===== src/rtl/mptr_pkg.sv =====
package mptr_pkg;

    localparam int DW   = 16;
    localparam int MAW  = 20;
    localparam int NIBS = DW / 4;

    typedef enum logic [1:0] {
        RG_NONE = 2'd0,
        RG_ROM  = 2'd1,
        RG_DRAM = 2'd2,
        RG_IRAM = 2'd3
    } region_e;

    typedef enum logic {
        PH_ADDR = 1'b0,
        PH_MODE = 1'b1
    } phase_e;

    typedef struct packed {
        logic [DW-1:0] addr;
        logic [DW-1:0] mode;
    } ptr_word_t;

    function automatic logic [DW-1:0] step_amt(input logic [2:0] code);
        logic [DW-1:0] s;
        case (code)
            3'd0:    s = '0;
            3'd7:    s = DW'(128);
            default: s = DW'(1) << (code - 3'd1);
        endcase
        return s;
    endfunction

    function automatic logic is_cell(input logic [DW-1:0] mode, input logic wr);
        return wr && ((mode & 16'hFBFF) == 16'h4018);
    endfunction

    function automatic region_e classify(input logic [DW-1:0] mode, input logic wr);
        region_e r;
        r = RG_NONE;
        if (!wr) begin
            if ((mode & 16'hFFF0) == 16'h0800)      r = RG_ROM;
            else if ((mode & 16'h47FF) == 16'h0018) r = RG_DRAM;
        end else begin
            if (is_cell(mode, wr))                  r = RG_DRAM;
            else if ((mode & 16'h43FF) == 16'h0018) r = RG_DRAM;
            else if ((mode & 16'h47FF) == 16'h001C) r = RG_IRAM;
        end
        return r;
    endfunction

endpackage


===== src/rtl/mptr_ctl.sv =====
module mptr_ctl
    import mptr_pkg::*;
(
    input  logic          clk,
    input  logic          rst,
    input  logic          cfg_wr_i,
    input  logic          cfg_rd_i,
    input  logic [DW-1:0] cfg_wdata_i,
    input  logic          acc_take_i,
    input  logic          load_en_i,
    input  ptr_word_t     load_val_i,
    output logic [DW-1:0] cfg_rdata_o,
    output logic          pend_o,
    output phase_e        phase_o,
    output ptr_word_t     cr_o
);
    phase_e    phase_q;
    logic      pend_q;
    ptr_word_t cr_q;

    always_ff @(posedge clk) begin
        if (rst) begin
            phase_q <= PH_ADDR;
            pend_q  <= 1'b0;
            cr_q    <= '0;
        end else if (acc_take_i) begin
            phase_q <= PH_ADDR;
            pend_q  <= 1'b0;
            if (load_en_i) cr_q <= load_val_i;
        end else if (cfg_wr_i || cfg_rd_i) begin
            if (phase_q == PH_MODE) begin
                if (cfg_wr_i) cr_q.mode <= cfg_wdata_i;
                pend_q  <= 1'b1;
                phase_q <= PH_ADDR;
            end else begin
                if (cfg_wr_i) cr_q.addr <= cfg_wdata_i;
                phase_q <= PH_MODE;
            end
        end
    end

    assign cfg_rdata_o = (phase_q == PH_MODE) ? cr_q.mode : cr_q.addr;
    assign pend_o      = pend_q;
    assign phase_o     = phase_q;
    assign cr_o        = cr_q;

    assert_mode_arms_R1: assert property (@(posedge clk) disable iff (rst)
        ((cfg_wr_i || cfg_rd_i) && !acc_take_i && phase_q == PH_MODE)
        |=> (pend_q && phase_q == PH_ADDR));

    assert_addr_toggles_R1: assert property (@(posedge clk) disable iff (rst)
        ((cfg_wr_i || cfg_rd_i) && !acc_take_i && phase_q == PH_ADDR)
        |=> (phase_q == PH_MODE));

    assert_take_clears_R3: assert property (@(posedge clk) disable iff (rst)
        acc_take_i |=> (!pend_q && phase_q == PH_ADDR));

endmodule


===== src/rtl/mptr_slot_bank.sv =====
module mptr_slot_bank
    import mptr_pkg::*;
#(
    parameter int NPTR = 5,
    parameter int PW   = 3
) (
    input  logic                  clk,
    input  logic                  rst,
    input  logic                  we_i,
    input  logic [PW-1:0]         sel_i,
    input  logic                  is_wr_i,
    input  ptr_word_t             wval_i,
    output ptr_word_t [NPTR-1:0]  rd_o,
    output ptr_word_t [NPTR-1:0]  wr_o
);
    for (genvar i = 0; i < NPTR; i++) begin : g_slot
        ptr_word_t rd_q, wr_q;
        always_ff @(posedge clk) begin
            if (rst) begin
                rd_q <= '0;
                wr_q <= '0;
            end else if (we_i && (int'(sel_i) == i)) begin
                if (is_wr_i) wr_q <= wval_i;
                else         rd_q <= wval_i;
            end
        end
        assign rd_o[i] = rd_q;
        assign wr_o[i] = wr_q;
    end

endmodule


===== src/rtl/mptr_agu.sv =====
module mptr_agu
    import mptr_pkg::*;
(
    input  ptr_word_t        slot_i,
    input  logic             is_wr_i,
    input  logic [DW-1:0]    wdata_i,
    output region_e          region_o,
    output logic [MAW-1:0]   addr_o,
    output logic [NIBS-1:0]  nib_o,
    output ptr_word_t        next_o,
    output logic             iram_bad_o
);
    logic [NIBS-1:0] nz;
    logic [DW-1:0]   step, stepped;
    logic            ovw;

    for (genvar g = 0; g < NIBS; g++) begin : g_nib
        assign nz[g] = |wdata_i[4*g +: 4];
    end

    always_comb begin
        region_o   = classify(slot_i.mode, is_wr_i);
        step       = step_amt(slot_i.mode[13:11]);
        stepped    = slot_i.mode[15] ? (slot_i.addr - step) : (slot_i.addr + step);
        ovw        = slot_i.mode[10];
        next_o     = slot_i;
        addr_o     = MAW'(slot_i.addr);
        nib_o      = '0;
        iram_bad_o = 1'b0;
        case (region_o)
            RG_ROM: begin
                addr_o      = {slot_i.mode[3:0], slot_i.addr};
                next_o.addr = slot_i.addr + DW'(1);
            end
            RG_DRAM: begin
                if (is_cell(slot_i.mode, is_wr_i))
                    next_o.addr = slot_i.addr + (slot_i.addr[0] ? DW'(31) : DW'(1));
                else
                    next_o.addr = stepped;
                if (is_wr_i) nib_o = ovw ? nz : '1;
            end
            RG_IRAM: begin
                addr_o      = MAW'(slot_i.addr[9:0]);
                iram_bad_o  = (slot_i.addr[15:10] != 6'b100000);
                next_o.addr = stepped;
                nib_o       = '1;
            end
            default: ;
        endcase
    end

endmodule


===== src/rtl/mptr_unit.sv =====
module mptr_unit
    import mptr_pkg::*;
#(
    parameter  int NPTR = 5,
    localparam int PW   = (NPTR > 1) ? $clog2(NPTR) : 1
) (
    input  logic          clk,
    input  logic          rst,
    input  logic          cfg_wr_i,
    input  logic          cfg_rd_i,
    input  logic [15:0]   cfg_wdata_i,
    output logic [15:0]   cfg_rdata_o,
    input  logic          acc_valid_i,
    input  logic [PW-1:0] acc_ptr_i,
    input  logic          acc_write_i,
    input  logic          acc_blind_i,
    input  logic [15:0]   acc_wdata_i,
    output logic          acc_rvalid_o,
    output logic [15:0]   acc_rdata_o,
    output logic          mem_req_o,
    output logic          mem_we_o,
    output logic [1:0]    mem_region_o,
    output logic [19:0]   mem_addr_o,
    output logic [15:0]   mem_wdata_o,
    output logic [3:0]    mem_nib_en_o,
    input  logic [15:0]   mem_rdata_i,
    output logic          iram_bad_o,
    output logic          seq_err_o
);
    logic                 acc_ok, pend, prog, normal, hit;
    phase_e               phase;
    ptr_word_t            cr, cur, nxt, wval;
    ptr_word_t [NPTR-1:0] rd_arr, wr_arr;
    region_e              region;
    logic [MAW-1:0]       a20;
    logic [NIBS-1:0]      nib;
    logic                 bad;
    logic                 err_q, rv_q, hit_q;

    assign acc_ok = acc_valid_i && (int'(acc_ptr_i) < NPTR);
    assign cur    = acc_ok ? (acc_write_i ? wr_arr[acc_ptr_i] : rd_arr[acc_ptr_i]) : '0;
    assign prog   = acc_ok && pend && acc_blind_i;
    assign normal = acc_ok && !pend;
    assign hit    = normal && (region != RG_NONE);
    assign wval   = prog ? cr : nxt;

    mptr_ctl u_ctl (
        .clk(clk), .rst(rst),
        .cfg_wr_i(cfg_wr_i), .cfg_rd_i(cfg_rd_i), .cfg_wdata_i(cfg_wdata_i),
        .acc_take_i(acc_ok), .load_en_i(normal), .load_val_i(hit ? nxt : cur),
        .cfg_rdata_o(cfg_rdata_o), .pend_o(pend), .phase_o(phase), .cr_o(cr)
    );

    mptr_slot_bank #(.NPTR(NPTR), .PW(PW)) u_bank (
        .clk(clk), .rst(rst),
        .we_i(prog || hit), .sel_i(acc_ptr_i), .is_wr_i(acc_write_i),
        .wval_i(wval), .rd_o(rd_arr), .wr_o(wr_arr)
    );

    mptr_agu u_agu (
        .slot_i(cur), .is_wr_i(acc_write_i), .wdata_i(acc_wdata_i),
        .region_o(region), .addr_o(a20), .nib_o(nib), .next_o(nxt),
        .iram_bad_o(bad)
    );

    assign mem_req_o    = hit;
    assign mem_we_o     = hit && acc_write_i;
    assign mem_region_o = hit ? region : RG_NONE;
    assign mem_addr_o   = a20;
    assign mem_wdata_o  = acc_wdata_i;
    assign mem_nib_en_o = mem_we_o ? nib : '0;
    assign iram_bad_o   = hit && bad;

    always_ff @(posedge clk) begin
        if (rst) begin
            err_q <= 1'b0;
            rv_q  <= 1'b0;
            hit_q <= 1'b0;
        end else begin
            err_q <= normal && (phase == PH_MODE);
            rv_q  <= normal && !acc_write_i;
            hit_q <= hit && !acc_write_i;
        end
    end

    assign seq_err_o    = err_q;
    assign acc_rvalid_o = rv_q;
    assign acc_rdata_o  = hit_q ? mem_rdata_i : '0;

    assert_prog_no_mem_R3: assert property (@(posedge clk) disable iff (rst)
        (acc_valid_i && pend) |-> !mem_req_o);

    assert_rom_readonly_R5: assert property (@(posedge clk) disable iff (rst)
        mem_we_o |-> (mem_region_o != 2'd1));

    assert_err_one_cycle_R11: assert property (@(posedge clk) disable iff (rst)
        seq_err_o |=> !seq_err_o);

    assert_rvalid_after_read_R6: assert property (@(posedge clk) disable iff (rst)
        acc_rvalid_o |-> $past(acc_valid_i && !acc_write_i));

    assert_idle_quiet_R10: assert property (@(posedge clk) disable iff (rst)
        !acc_valid_i |-> (!mem_req_o && !iram_bad_o));

endmodule


===== config.mk =====
export PLATFORM = sky130hd
export DESIGN_NAME = mptr_unit
export DESIGN_NICKNAME = d
export VERILOG_FILES = /design/src/rtl/mptr_pkg.sv /design/src/rtl/mptr_ctl.sv /design/src/rtl/mptr_slot_bank.sv /design/src/rtl/mptr_agu.sv /design/src/rtl/mptr_unit.sv
export SDC_FILE = /design/constraint.sdc
export NUM_CORES = 1
export LEC_CHECK = 0
export BUFFER_PORTS_ARGS = -buffer_cell sky130_fd_sc_hd__buf_2
export CAP_MARGIN = 15
export CELL_PAD_IN_SITES_DETAIL_PLACEMENT = 1
export CELL_PAD_IN_SITES_GLOBAL_PLACEMENT = 2
export CORE_MARGIN = 2
export CORE_UTILIZATION = 43
export DETAILED_ROUTE_END_ITERATION = 8
export GPL_TIMING_DRIVEN = 0
export PLACE_DENSITY_LB_ADDON = 0.05
export SETUP_SLACK_MARGIN = 0.05
export SLEW_MARGIN = 20
export SYNTH_ARGS = -nofsm -noshare
export SYNTH_HDL_FRONTEND = slang
export SYNTH_HIERARCHICAL = 1
export SYNTH_SLANG_ARGS = --single-unit

===== constraint.sdc =====
create_clock -name clk -period 11 [get_ports clk]
set_input_delay 1.1 -clock clk [delete_from_list [all_inputs] [get_ports clk]]
set_output_delay 1.1 -clock clk [all_outputs]
set_load 0.05 [all_outputs]

* Word level (Yosys, flattened, before mapping)
Index checks and enable logic that the tools add are counted.
** Word-level totals
- Word-level logic and storage cells :: 131
- Input port bits :: 58
- Register bits :: 357
** Cells by class
- $add $sub $neg :: 5
- Muxes and demuxes :: 35
- Bitwise logic cells :: 1
- Shift operators :: 1
- Equal/unequal tests :: 16
- Order comparisons :: 2
- Reductions and logical operators :: 44
** Operators with widths (number)
- $mux 32 :: 9
- $bmux 32 s3 :: 2
- $mux 16 :: 7
- $pmux 16 s3 :: 1
- $pmux 20 s2 :: 1
- $add 16x16->16 :: 2
- $pmux 16 s2 :: 1
- $eq 12x5->1 const B :: 2
- $reduce_and 2->1 :: 11
- $add 16x1->16 const B :: 1
- $logic_and 1x1->1 :: 16
- $reduce_or 4->1 :: 4
- $shl 1x3->16 const A :: 1
- $sub 16x16->16 :: 1
- $eq 15x14->1 const B :: 1
- $mux 2 :: 7
- $eq 12x8->1 const B :: 1
- $eq 3x3->1 const B :: 4
- $mux 4 :: 3
- $eq 11x5->1 const B :: 1
- $pmux 4 s2 :: 1
- $reduce_and 4->1 :: 2
- $reduce_bool 2->1 :: 4
- $logic_not 3->1 :: 2
- 15 further kinds :: 19

* Logic depth before layout (Yosys ltp)
Gate-level depths: netlist (run 1).
- Depth in word-level cells :: 14
- Gate-level depth with buffers :: 25

* By module
Netlist (run 1), hierarchy kept.
** Modules (own cells, without submodules)
- mptr_slot_bank :: instances 1, area an instance 12653.4 µm², cells each 1113
- mptr_unit :: instances 1, area an instance 4441.8 µm², cells each 562
- mptr_agu :: instances 1, area an instance 2566.2 µm², cells each 400
- mptr_ctl :: instances 1, area an instance 1819.2 µm², cells each 177

* Worst setup path before layout (run 1)
OpenSTA, ideal clock, no wires.
- Path type :: input to register
- From :: input acc_ptr_i[0]
- To :: register u_bank.g_slot[0].wr_q, in the netlist u_bank/wr_o[26]
- Cell stages on the path :: 21
- Buffers on the path :: 3
- Required time :: 10.878 ns
- Arrival :: 5.480 ns
- Slack :: 5.398 ns
- Path through :: buf_2 mux4_2 a22oi_1 nor2_1 clkbuf_1 nand2b_1 ha_1 nor2b_1 a31oi_1 fa_1 a211o_1 o211ai_1 a21oi_1 a41oi_1 xnor2_1 a2111oi_0 a211oi_1 mux2_2 nand2b_1 buf_2 mux2i_1
** RTL lines
- start, declared :: RTL line mptr_unit.sv:14 : input logic [PW-1:0] acc_ptr_i,
- end signal, assigned :: RTL line mptr_slot_bank.sv:23 : if (is_wr_i) wr_q <= wval_i;
- end, declared :: RTL line mptr_slot_bank.sv:17 : ptr_word_t rd_q, wr_q;

==> results of run 1 <==
## layer usage
metal,vias to the layer above,routed length [microns],GRT usage
met3,92,3770,0.0390
met4,0,2100,0.0902
met5,-,0,0
met1,8836,35400,0.407
met2,373,37500,0.506
li1,8233,-,-
## logic make-up after synthesis
family,after synthesis,synth area share
flops,357,0.333
buf+inv,256,0.0757
fa+ha+maj,24,0.0143
mux,497,0.253
compound gates,335,0.115
xor+xnor,18,0.00734
simple gates,765,0.202
## how the worst min path moves through the flow
| stage | depth (start not counted) | endpoint | start |
|---|---|---|---|
| finish | 2 | u_bank/rd_o[1] | u_bank/rd_o[1] |
| global route | 2 | u_bank/rd_o[60] | u_bank/rd_o[60] |
| CTS | 2 | u_bank/rd_o[1] | u_bank/rd_o[1] |
| detailed placement | 2 | u_bank/rd_o[6] | u_bank/rd_o[6] |
| global placement | 2 | u_bank/wr_o[117] | u_bank/wr_o[117] |
| floorplan | 2 | u_bank/wr_o[10] | u_bank/wr_o[10] |
## flip-flops by register name, indices dropped and copies added, names as in the netlist
| signal | flops |
|---|---|
| u_ctl/cr_o | 32 |
| acc_rvalid_o | 1 |
| u_ctl/pend_o | 1 |
| seq_err_o | 1 |
| hit_q | 1 |
| u_bank/rd_o | 160 |
| u_bank/wr_o | 160 |
| u_ctl/phase_o | 1 |
## placed cells by master, fill, tap and decap left out, types with 15 or more instances in the layout
cell type	count
mux2i_1	416
buf_4	54
nand2b_1	348
clkbuf_16	44
buf_2	186
mux2_2	43
o31ai_2	29
ha_1	23
nor2_1	77
nand3_1	15
clkbuf_1	87
inv_1	15
buf_6	39
mux4_2	32
dfxtp_1	357
nor3_1	47
a21oi_1	95
o21bai_1	35
o21ai_0	27
nand2_1	126
and2_1	33
nor2b_1	37
a22oi_1	19
o31ai_1	40
## stage by stage
| step | cells | total power [mW] |
|---|---|---|
| floorplan | 2252 | 1.62 |
| global placement | 3052 | 1.76 |
| detailed placement | 3052 | 1.76 |
| CTS | 3129 | 3.25 |
| global route | 3130 | 3.33 |
| finish | 3130 | 3.23 |
## report_power, final
group	total (mW)	internal [mW]	switching (mW)
Sequential	1.32	1.30	0.0164
Clock	1.49	0.898	0.591
Combinational	0.417	0.146	0.271
## area by class of cell
cell class,instances,area (sq um)
flip-flops and latches,357,7150
multi-input cells,1639,12700
fillers,5640,24700
inverters,18,87.6
repair buffers,136,681
diodes,1,2.50
clock buffers,63,1310
plain buffers,238,1540
well taps,664,831
clock inverters,14,176
## critical path: cells and delay by family
family	cells	cell delay, ps
compound gates	2	640
buf+inv	7	2580
mux	1	440
simple gates	5	1840
==> impl_results.md, run 1 <==
* Status: finished, final reports clean
* Die X at about 230 microns
* Mapped Nets at around 2300
* Share of cells above drive strength 1 at 0.208
* Initial drt markers at ~970
* Final GP Congestion at 0.884
* Mapped Cells at about 2300
* Leading cell types by count after synthesis: mux2i_1, dfxtp_1, nand2b_1
* Crit Path Class: input port to output port
* Max_cap viols at 0
* Area growth syn-to-layout at 14.0%
* Avg WL per Cell at 25.2 microns
* Place WS at approximately 3100 ps
* First-pass GRT wire length at 116000 microns
* Die Footprint at 51800 sq um
* Worst Path Max Fanout at 14
* Post-CTS setup buffer count at 0
* Crit path to: mem_req_o
* Minimum clock period at 7780 ps
* Clk sinks at ~360
* CP Launch Point: acc_write_i
* Slew Limit Fails at 0
* Mapped cell area at 21500 sq um
* Post-synthesis register bit count at 357
* Maximum clock rate at 129 MHz
* Global route overflow at 0
* HPWL after detailed placement at 60700 microns
* Cell taking the most area after synthesis: dfxtp_1
* Ranking of synthesized cells by area: dfxtp_1, mux2i_1, nand2b_1
* DR vias/cell at 5.60
* Maximum VDD drop at 0.0000995 V
* Unrepaired setup endpoints after global routing: no
* CP startpoint kind: input port
* # H-tree levels at 2
* CTS Buf Count at 43
* Fin crit share at 0.707
* Hold buffer count at cts at 0
* CTS tree: yes
* Largest buffer count on any clock path at 3
* Initial antenna violation count at 6
* Via count at 17500
* CP Data Required Time at 9900 ps
* Slew at the pin closest to its max-slew limit at 1110 ps
* Routed wire length at 78700 microns
* Area of the core at 49200 sq um
* Post-route ant nets at 0
* Clk_lat worst skew at 580 ps
* Setup WS post-layout at 3220 ps
* Register area share after synthesis at 0.333
* Layout Utilization at 0.498
* GRT Total Usage at 0.303
* PortBufs at around 140
* Largest net degree at the start of global routing at 15
* Arr. time, crit path at between 6000 and 7000 ps
* Final hold violations at 0
* Fraction of registers with async set/reset at 0
* Clock transition at path regs at 60 ps
* Most frequent cell after synthesis: mux2i_1
* Starting Density at 0.437
* CTS root buffer: clkbuf_16
* Setup TNS Final at 0 ps
* I/O pin total at 137
* Largest stage delay on the critical path at 720 ps
* Pwr/cell area at 132 nW/um^2
* CP max stage cell: clkbuf_1
* Vias in the first global route at 18200
* Mean post-synth cell area at 9.54 sq um
* HP Class: flip-flop to flip-flop
* Setup Skew at 34.8 ps
* CTS resizes at 0
* Reg2reg end: u_bank/rd_o[159]
* Final Setup Violations at 0
* Area post-placement at 23000 sq um
* R2R Setup Slk at 5050 ps
* Number of flops mapped to enable cells by yosys at 0
* Num rows at 81
* Synth Warn # at 6
* Hold WS at 474 ps
* Slew HR at 0.259
* FF-to-FF path depth at 21
* Pre-antenna DRT Iters at 5
* CP Capture Type: output port
* Final net count at about 2500
* Top cell type's share of synthesized area at 0.333
* Main synth FF type: dfxtp_1
* Static Leakage at roughly 11 nW
* Critical-path cell list: buf_2, clkbuf_1, mux4_2, a22oi_1, nor2_1, nor2_1, a31oi_1, or3_1, buf_6, clkinv_8, buf_2, nor2_1, nor4_4, clkbuf_1, buf_2
* DRC violations left at 0
* Yosys cell types at 81
* Chip height at 228 microns
* Fin area at 24500 sq um
* Worst reg2reg startpoint: u_bank/wr_o[107]
Power figures use the tool's default switching activity.
==> run 2, diff against run 1 <==
--- a/config.mk
+++ b/config.mk
@@ -5,12 +5,13 @@
 export SDC_FILE = /design/constraint.sdc
 export NUM_CORES = 1
 export LEC_CHECK = 0
+export ABC_AREA = 1
 export BUFFER_PORTS_ARGS = -buffer_cell sky130_fd_sc_hd__buf_2
 export CAP_MARGIN = 15
 export CELL_PAD_IN_SITES_DETAIL_PLACEMENT = 1
 export CELL_PAD_IN_SITES_GLOBAL_PLACEMENT = 2
 export CORE_MARGIN = 2
-export CORE_UTILIZATION = 43
+export CORE_UTILIZATION = 32
 export DETAILED_ROUTE_END_ITERATION = 8
 export GPL_TIMING_DRIVEN = 0
 export PLACE_DENSITY_LB_ADDON = 0.05
==> constraint.sdc (replaced) <==
create_clock -name clk -period 8.1 [get_ports clk]
set_input_delay 0.81 -clock clk [delete_from_list [all_inputs] [get_ports clk]]
set_output_delay 0.81 -clock clk [all_outputs]
set_load 0.05 [all_outputs]
==> run 2 against run 1 <==
  * Total power up 50%
  * Synthesized cell count up 100%
  * Non-clock buffer count up 42
  * Die area up 52%
==> impl_results.md, run 2 <==
* Status: finished, final reports clean
* Commonest non-fill, non-tap cell in the layout: nand2_1
* Ranking of synthesized cells by area: dfxtp_1, nand2_1, inv_1
* # H-tree levels at 2
* Post-synthesis register bit count at 357
* Clk_lat worst skew at between 600 and 700 ps
* PortBufs at about 140
* Post-CTS setup buffer count at 0
* Cell taking the most area after synthesis: dfxtp_1
* Number of flops mapped to enable cells by yosys at 0
* Crit Path Class: input port to flip-flop
* Area growth syn-to-layout at 14.4%
* Clock transition at path regs at about 60 ps
* Levels on crit path at 32
* Share of cells above drive strength 1 at 0.0939
* Largest net degree at the start of global routing at 14
* First-pass GRT wire length at 163000 microns
* Initial antenna violation count at 4
* Area of the core at 75900 sq um
* Chip height at approximately 280 microns
* Pwr/cell area at 173 nW/um^2
* Mapped Cells at 4504
* Starting Density at 0.323
* CP max stage cell: a21oi_1
* Top cell type's share of synthesized area at 0.291
* Final hold violations at 0
* CP delay by family, top: simple AND/OR/NAND/NOR gates
* Static Leakage at between 10 and 15 nW
* Setup Skew at 55.0 ps
* Max_cap viols at 0
* Avg WL per Cell at between 15 and 20 microns
* CTS root buffer: clkbuf_16
* CP Capture Type: flip-flop
* Unrepaired setup endpoints after global routing: no
* CTS Buf Count at 47
* Largest stage delay on the critical path at 840 ps
* Vias in the first global route at 26200
* Slew HR at 0.184
* Synth Warn # at 6
* Final Setup Violations at 0
* Minimum clock period at 6930 ps
* Clk sinks at 357
* Register area share after synthesis at 0.291
* Most used cell, CP: nand2_1
* Maximum VDD drop at 0.000156 V
* CP Data Required Time at around 8600 ps
* Leading cell types by count after synthesis: nand2_1, inv_1, nor2_1
* Fin crit share at 0.856
* Via count at ~27000
* Post-route ant nets at 0
* Main synth FF type: dfxtp_1
* Maximum clock rate at 144 MHz
* CTS tree: yes
* Hold Path Depth at 2
* Slew at the pin closest to its max-slew limit at around 1200 ps
* Layout Utilization at 0.370
* FF-to-FF path depth at 29
* Mean post-synth cell area at around 5.4 sq um
* Largest buffer count on any clock path at 3
* GRT Total Usage at 0.273
* CP startpoint kind: input port
* Yosys cell types at 43
* Num rows at slightly above 100
* Most frequent cell after synthesis: nand2_1
* Hold buffer count at cts at 0
* Final GP Congestion at 0.916
* Die X at 281 microns
* Most frequent cells in the layout: nand2_1, inv_1, nor2_1
* Arr. time, crit path at 7470 ps
* Routed wire length at 108000 microns
* Global route overflow at 0
* DRC violations left at 0
* Area post-placement at ~27000 sq um
* Slew Limit Fails at 0
* HP Class: flip-flop to flip-flop
* Fin area at 28100 sq um
* Fraction of registers with async set/reset at 0
* Worst Path Max Fanout at 10
* Mapped Nets at 4586
* WP buf/inv at 7
* Final net count at ~4800
* Initial drt markers at 1562
* Setup TNS Final at 0 ps
* Die Footprint at between 70000 and 80000 sq um
* # diodes at 0
* HPWL after detailed placement at 86400 microns
* Mapped cell area at around 25000 sq um
* I/O pin total at 137
* DR vias/cell at between 4 and 5
* CTS resizes at 0
* Pre-antenna DRT Iters at 5
run 2: cell types whose count changed in the layout (fill, tap and decap cells not counted), moves of 32 or more:
| cell | previous run | this run |
|---|---|---|
| o21bai_1 | 35 | 0 |
| nand3_1 | 15 | 427 |
| nand2_1 | 126 | 1650 |
| mux2_2 | 43 | 0 |
| o31ai_1 | 40 | 0 |
| nor2_1 | 77 | 635 |
| mux4_2 | 32 | 0 |
| buf_2 | 186 | 245 |
| nor2b_1 | 37 | 0 |
| nor3_1 | 47 | 10 |
| nand2b_1 | 348 | 1 |
| mux2i_1 | 416 | 0 |
| inv_1 | 15 | 861 |
run 2: final timing paths:
kind	start	end	slack (ps)
worst max-delay path	acc_write_i	u_bank/wr_o[85]	1170
worst min-delay path	u_ctl/phase_o	seq_err_o	490
worst max register to register	u_bank/rd_o[109]	u_bank/wr_o[85]	2230
worst min register to register	u_ctl/phase_o	seq_err_o	490
run 2: layer usage:
layer,vias up,wire length (microns),track usage
met5,-,11,0
met4,2,1990,0.0528
met3,93,4840,0.0262
met2,518,50000,0.463
met1,12500,50900,0.377
li1,13600,-,-
run 2: metrics by stage:
stage	hold slack, ps	total power [mW]	instances	setup slack (ps)
5_1_grt	509	5.07	5760	703
6_report	491	4.85	5760	1170
3_5_place_dp	457	2.78	5675	608
4_1_cts	491	4.92	5760	1230
2_1_floorplan	430	2.42	4504	3230
3_3_place_gp	447	2.76	5670	221
run 2: cell type report:
| cell class | count | area, sq um |
|---|---|---|
| Timing Repair Buffer | 141 | 718 |
| Buffer | 275 | 1450 |
| Tap cell | 1030 | 1290 |
| Sequential cell | 357 | 7150 |
| Clock inverter | 6 | 91.3 |
| Inverter | 877 | 3300 |
| Fill cell | 10600 | 47900 |
| Clock buffer | 79 | 1440 |
| Multi-Input combinational cell | 2995 | 12700 |
run 2: tightest hold or removal path, delay by kind of cell, from the launching register on:
kind             cells  cell delay, ps
flip-flops           1             320
AND/OR/NAND/NOR      2             120
run 2: cell families (layout without fill, tap and decap cells):
logic type	Yosys count	count (layout)	share of synthesized area
and+or+nand+nor	2799	2799	0.464
xor gates and xnor gates	19	19	0.00678
buffers and inverters	1152	1378	0.194
adders and majority gates	24	24	0.0125
DFF	357	357	0.291
AOI/OAI and AO/OA	153	153	0.0323
run 2: power by group:
part	internal [mW]	switching, mW	total (mW)
registers	1.78	0.0217	1.81
logic	0.236	0.698	0.934
clock network	1.24	0.878	2.11
total	3.26	1.60	4.85
==> run 3, diff against run 2 <==
--- a/config.mk
+++ b/config.mk
@@ -10,11 +10,13 @@
 export CAP_MARGIN = 15
 export CELL_PAD_IN_SITES_DETAIL_PLACEMENT = 1
 export CELL_PAD_IN_SITES_GLOBAL_PLACEMENT = 2
+export CORE_ASPECT_RATIO = 1.1
 export CORE_MARGIN = 2
 export CORE_UTILIZATION = 32
 export DETAILED_ROUTE_END_ITERATION = 8
 export GPL_TIMING_DRIVEN = 0
-export PLACE_DENSITY_LB_ADDON = 0.05
+export MAX_ROUTING_LAYER = met4
+export PLACE_DENSITY = 0.91
 export SETUP_SLACK_MARGIN = 0.05
 export SLEW_MARGIN = 20
 export SYNTH_ARGS = -nofsm -noshare
==> run 3 against run 2 <==
  * Critical path depth grew 2
  * Global-route usage shrank 1.5 points
  * Critical path type unchanged
  * Sequential power is essentially flat
  * Largest power group unchanged
  * Highest routed layer is now met4
  * Total power shrank 2.3%
  * Flip-flop and latch count is the same
  * First-iteration DRC count shrank 15%
==> impl_results.md, run 3 (synthesized netlist as in run 2, its figures left out) <==
* Avg WL per Cell at 17.3 microns
* Global route overflow at 0
* Fillers at between 10000 and 15000
* Net Sw Frac at 0.328
* Hold Path Depth at 2
* Die X at 268 microns
* Final GP Congestion at 0.975
* Final net count at ~4800
* Post-CTS setup buffer count at 0
* FF-to-FF path depth at 30
* R2R Setup Slk at 2200 ps
* PortBufs at 136
* Comb pwr share at 0.196
* Hold WS at 486 ps
* Fin area at 28000 sq um
* Setup WS post-layout at 1260 ps
* I/O pin total at 137
* Multi-input gate area at 12600 sq um
* Via count at 26300
* Largest net degree at the start of global routing at 13
* Worst Path Max Fanout at 10
* Hold buffer count at cts at 0
* Most frequent cells in the layout: nand2_1, inv_1, nor2_1
* Largest stage delay on the critical path at 770 ps
* GRT Total Usage at 0.258
* Overall Power at 4.74 mW
* CP startpoint kind: input port
* Area of the core at between 70000 and 80000 sq um
* Post-route ant nets at 0
* CP max stage cell: a21oi_1
* P_sw at 1.55 mW
* Fin crit share at 0.844
* Internal at between 3 and 4 mW
* Setup TNS Final at 0 ps
* Starting Density at 0.323
* Chip height at 294 microns
* Die Footprint at 78900 sq um
* Commonest non-fill, non-tap cell in the layout: nand2_1
* Num rows at approximately 110
* FF+latch area at 7150 sq um
* Clk sinks at 357
* CTS tree: yes
* Vias in the first global route at 26300
* Initial antenna violation count at 1
* Clock transition at path regs at 60 ps
* Unrepaired setup endpoints after global routing: no
* Routed wire length at 99600 microns
* CP Launch Point: acc_write_i
* DRC violations left at 0
* Cell Count, Final, Fillers Out at 5752
* Initial drt markers at 1324
* Crit path to: u_bank/rd_o[125]
* Place WS at roughly 700 ps
* Sequential fraction of design power at 0.380
* HPWL after detailed placement at just over 80000 microns
* Minimum clock period at 6840 ps
* CP Data Required Time at 8630 ps
* Layout Utilization at 0.368
* Clk_lat worst skew at just under 600 ps
* Area post-placement at ~27000 sq um
* Status: finished, final reports clean
* Largest buffer count on any clock path at 3
* Static Leakage at roughly 15 nW
* Crit Path Class: input port to flip-flop
* Pre-antenna DRT Iters at 5
* Final Setup Violations at 0
* Pwr/cell area at 169 nW/um^2
* Placed Cells at roughly 5700
* Reg2reg end: u_bank/rd_o[125]
* Maximum clock rate at 146 MHz
* Share of cells above drive strength 1 at 0.0940
* # H-tree levels at 2
* Maximum VDD drop at ~0.00012 V
* CTS resizes at 0
* DR vias/cell at 4.56
* Most used cell, CP: nand2_1
* Slew HR at 0.193
* HP Class: flip-flop to flip-flop
* Max_cap viols at 0
* Clock power share at 0.424
* Slew Limit Fails at 0
* CP Capture Type: flip-flop
* Area growth syn-to-layout at 14.1%
* CTS root buffer: clkbuf_16
* Arr. time, crit path at ~7400 ps
* First-pass GRT wire length at roughly 150000 microns
* Slew at the pin closest to its max-slew limit at 1210 ps
* CTS Buf Count at 46
* Final hold violations at 0
* Setup Skew at between 15 and 20 ps
* Worst reg2reg startpoint: u_bank/rd_o[107]
==> run 3: area by class of cell <==
type	count	area share
Tap cell	1026	0.0459
Antenna cell	1	0.0000894
Clock inverter	10	0.00268
Inverter	877	0.118
Timing Repair Buffer	140	0.0254
Multi-Input combinational cell	2995	0.452
Buffer	275	0.0519
Clock buffer	71	0.0492
Sequential cell	357	0.255
==> run 3: worst min path at each step <==
stage,from,endpoint
after CTS,u_ctl/phase_o,seq_err_o
after global routing,u_ctl/phase_o,seq_err_o
after detailed placement,u_ctl/phase_o,seq_err_o
after floorplan,u_ctl/phase_o,seq_err_o
after global placement,u_ctl/phase_o,seq_err_o
final,u_ctl/phase_o,seq_err_o
==> run 3: power groups by stage <==
stage | clock, mW | combinational [mW] | sequential (mW)
after global routing | 2.12 | 1.01 | 1.80
after CTS | 2.06 | 0.925 | 1.80
final | 2.01 | 0.928 | 1.80
after detailed placement | 0 | 0.920 | 1.84
after floorplan | 0 | 0.581 | 1.83
after global placement | 0 | 0.904 | 1.84
==> run 3: metal layers <==
layer  GRT usage  wire [microns]
met5           -               0
met4      0.0861            3650
met3      0.0242            3060
met2       0.441           47300
met1       0.317           45600
==> run 3: worst max-delay path: cells and delay by family <==
kind	cells	cell delay, ps
buf+inv	7	1640
compound gates	3	1320
simple gates	21	2790
fa+ha+maj	2	620
xor+xnor	1	180
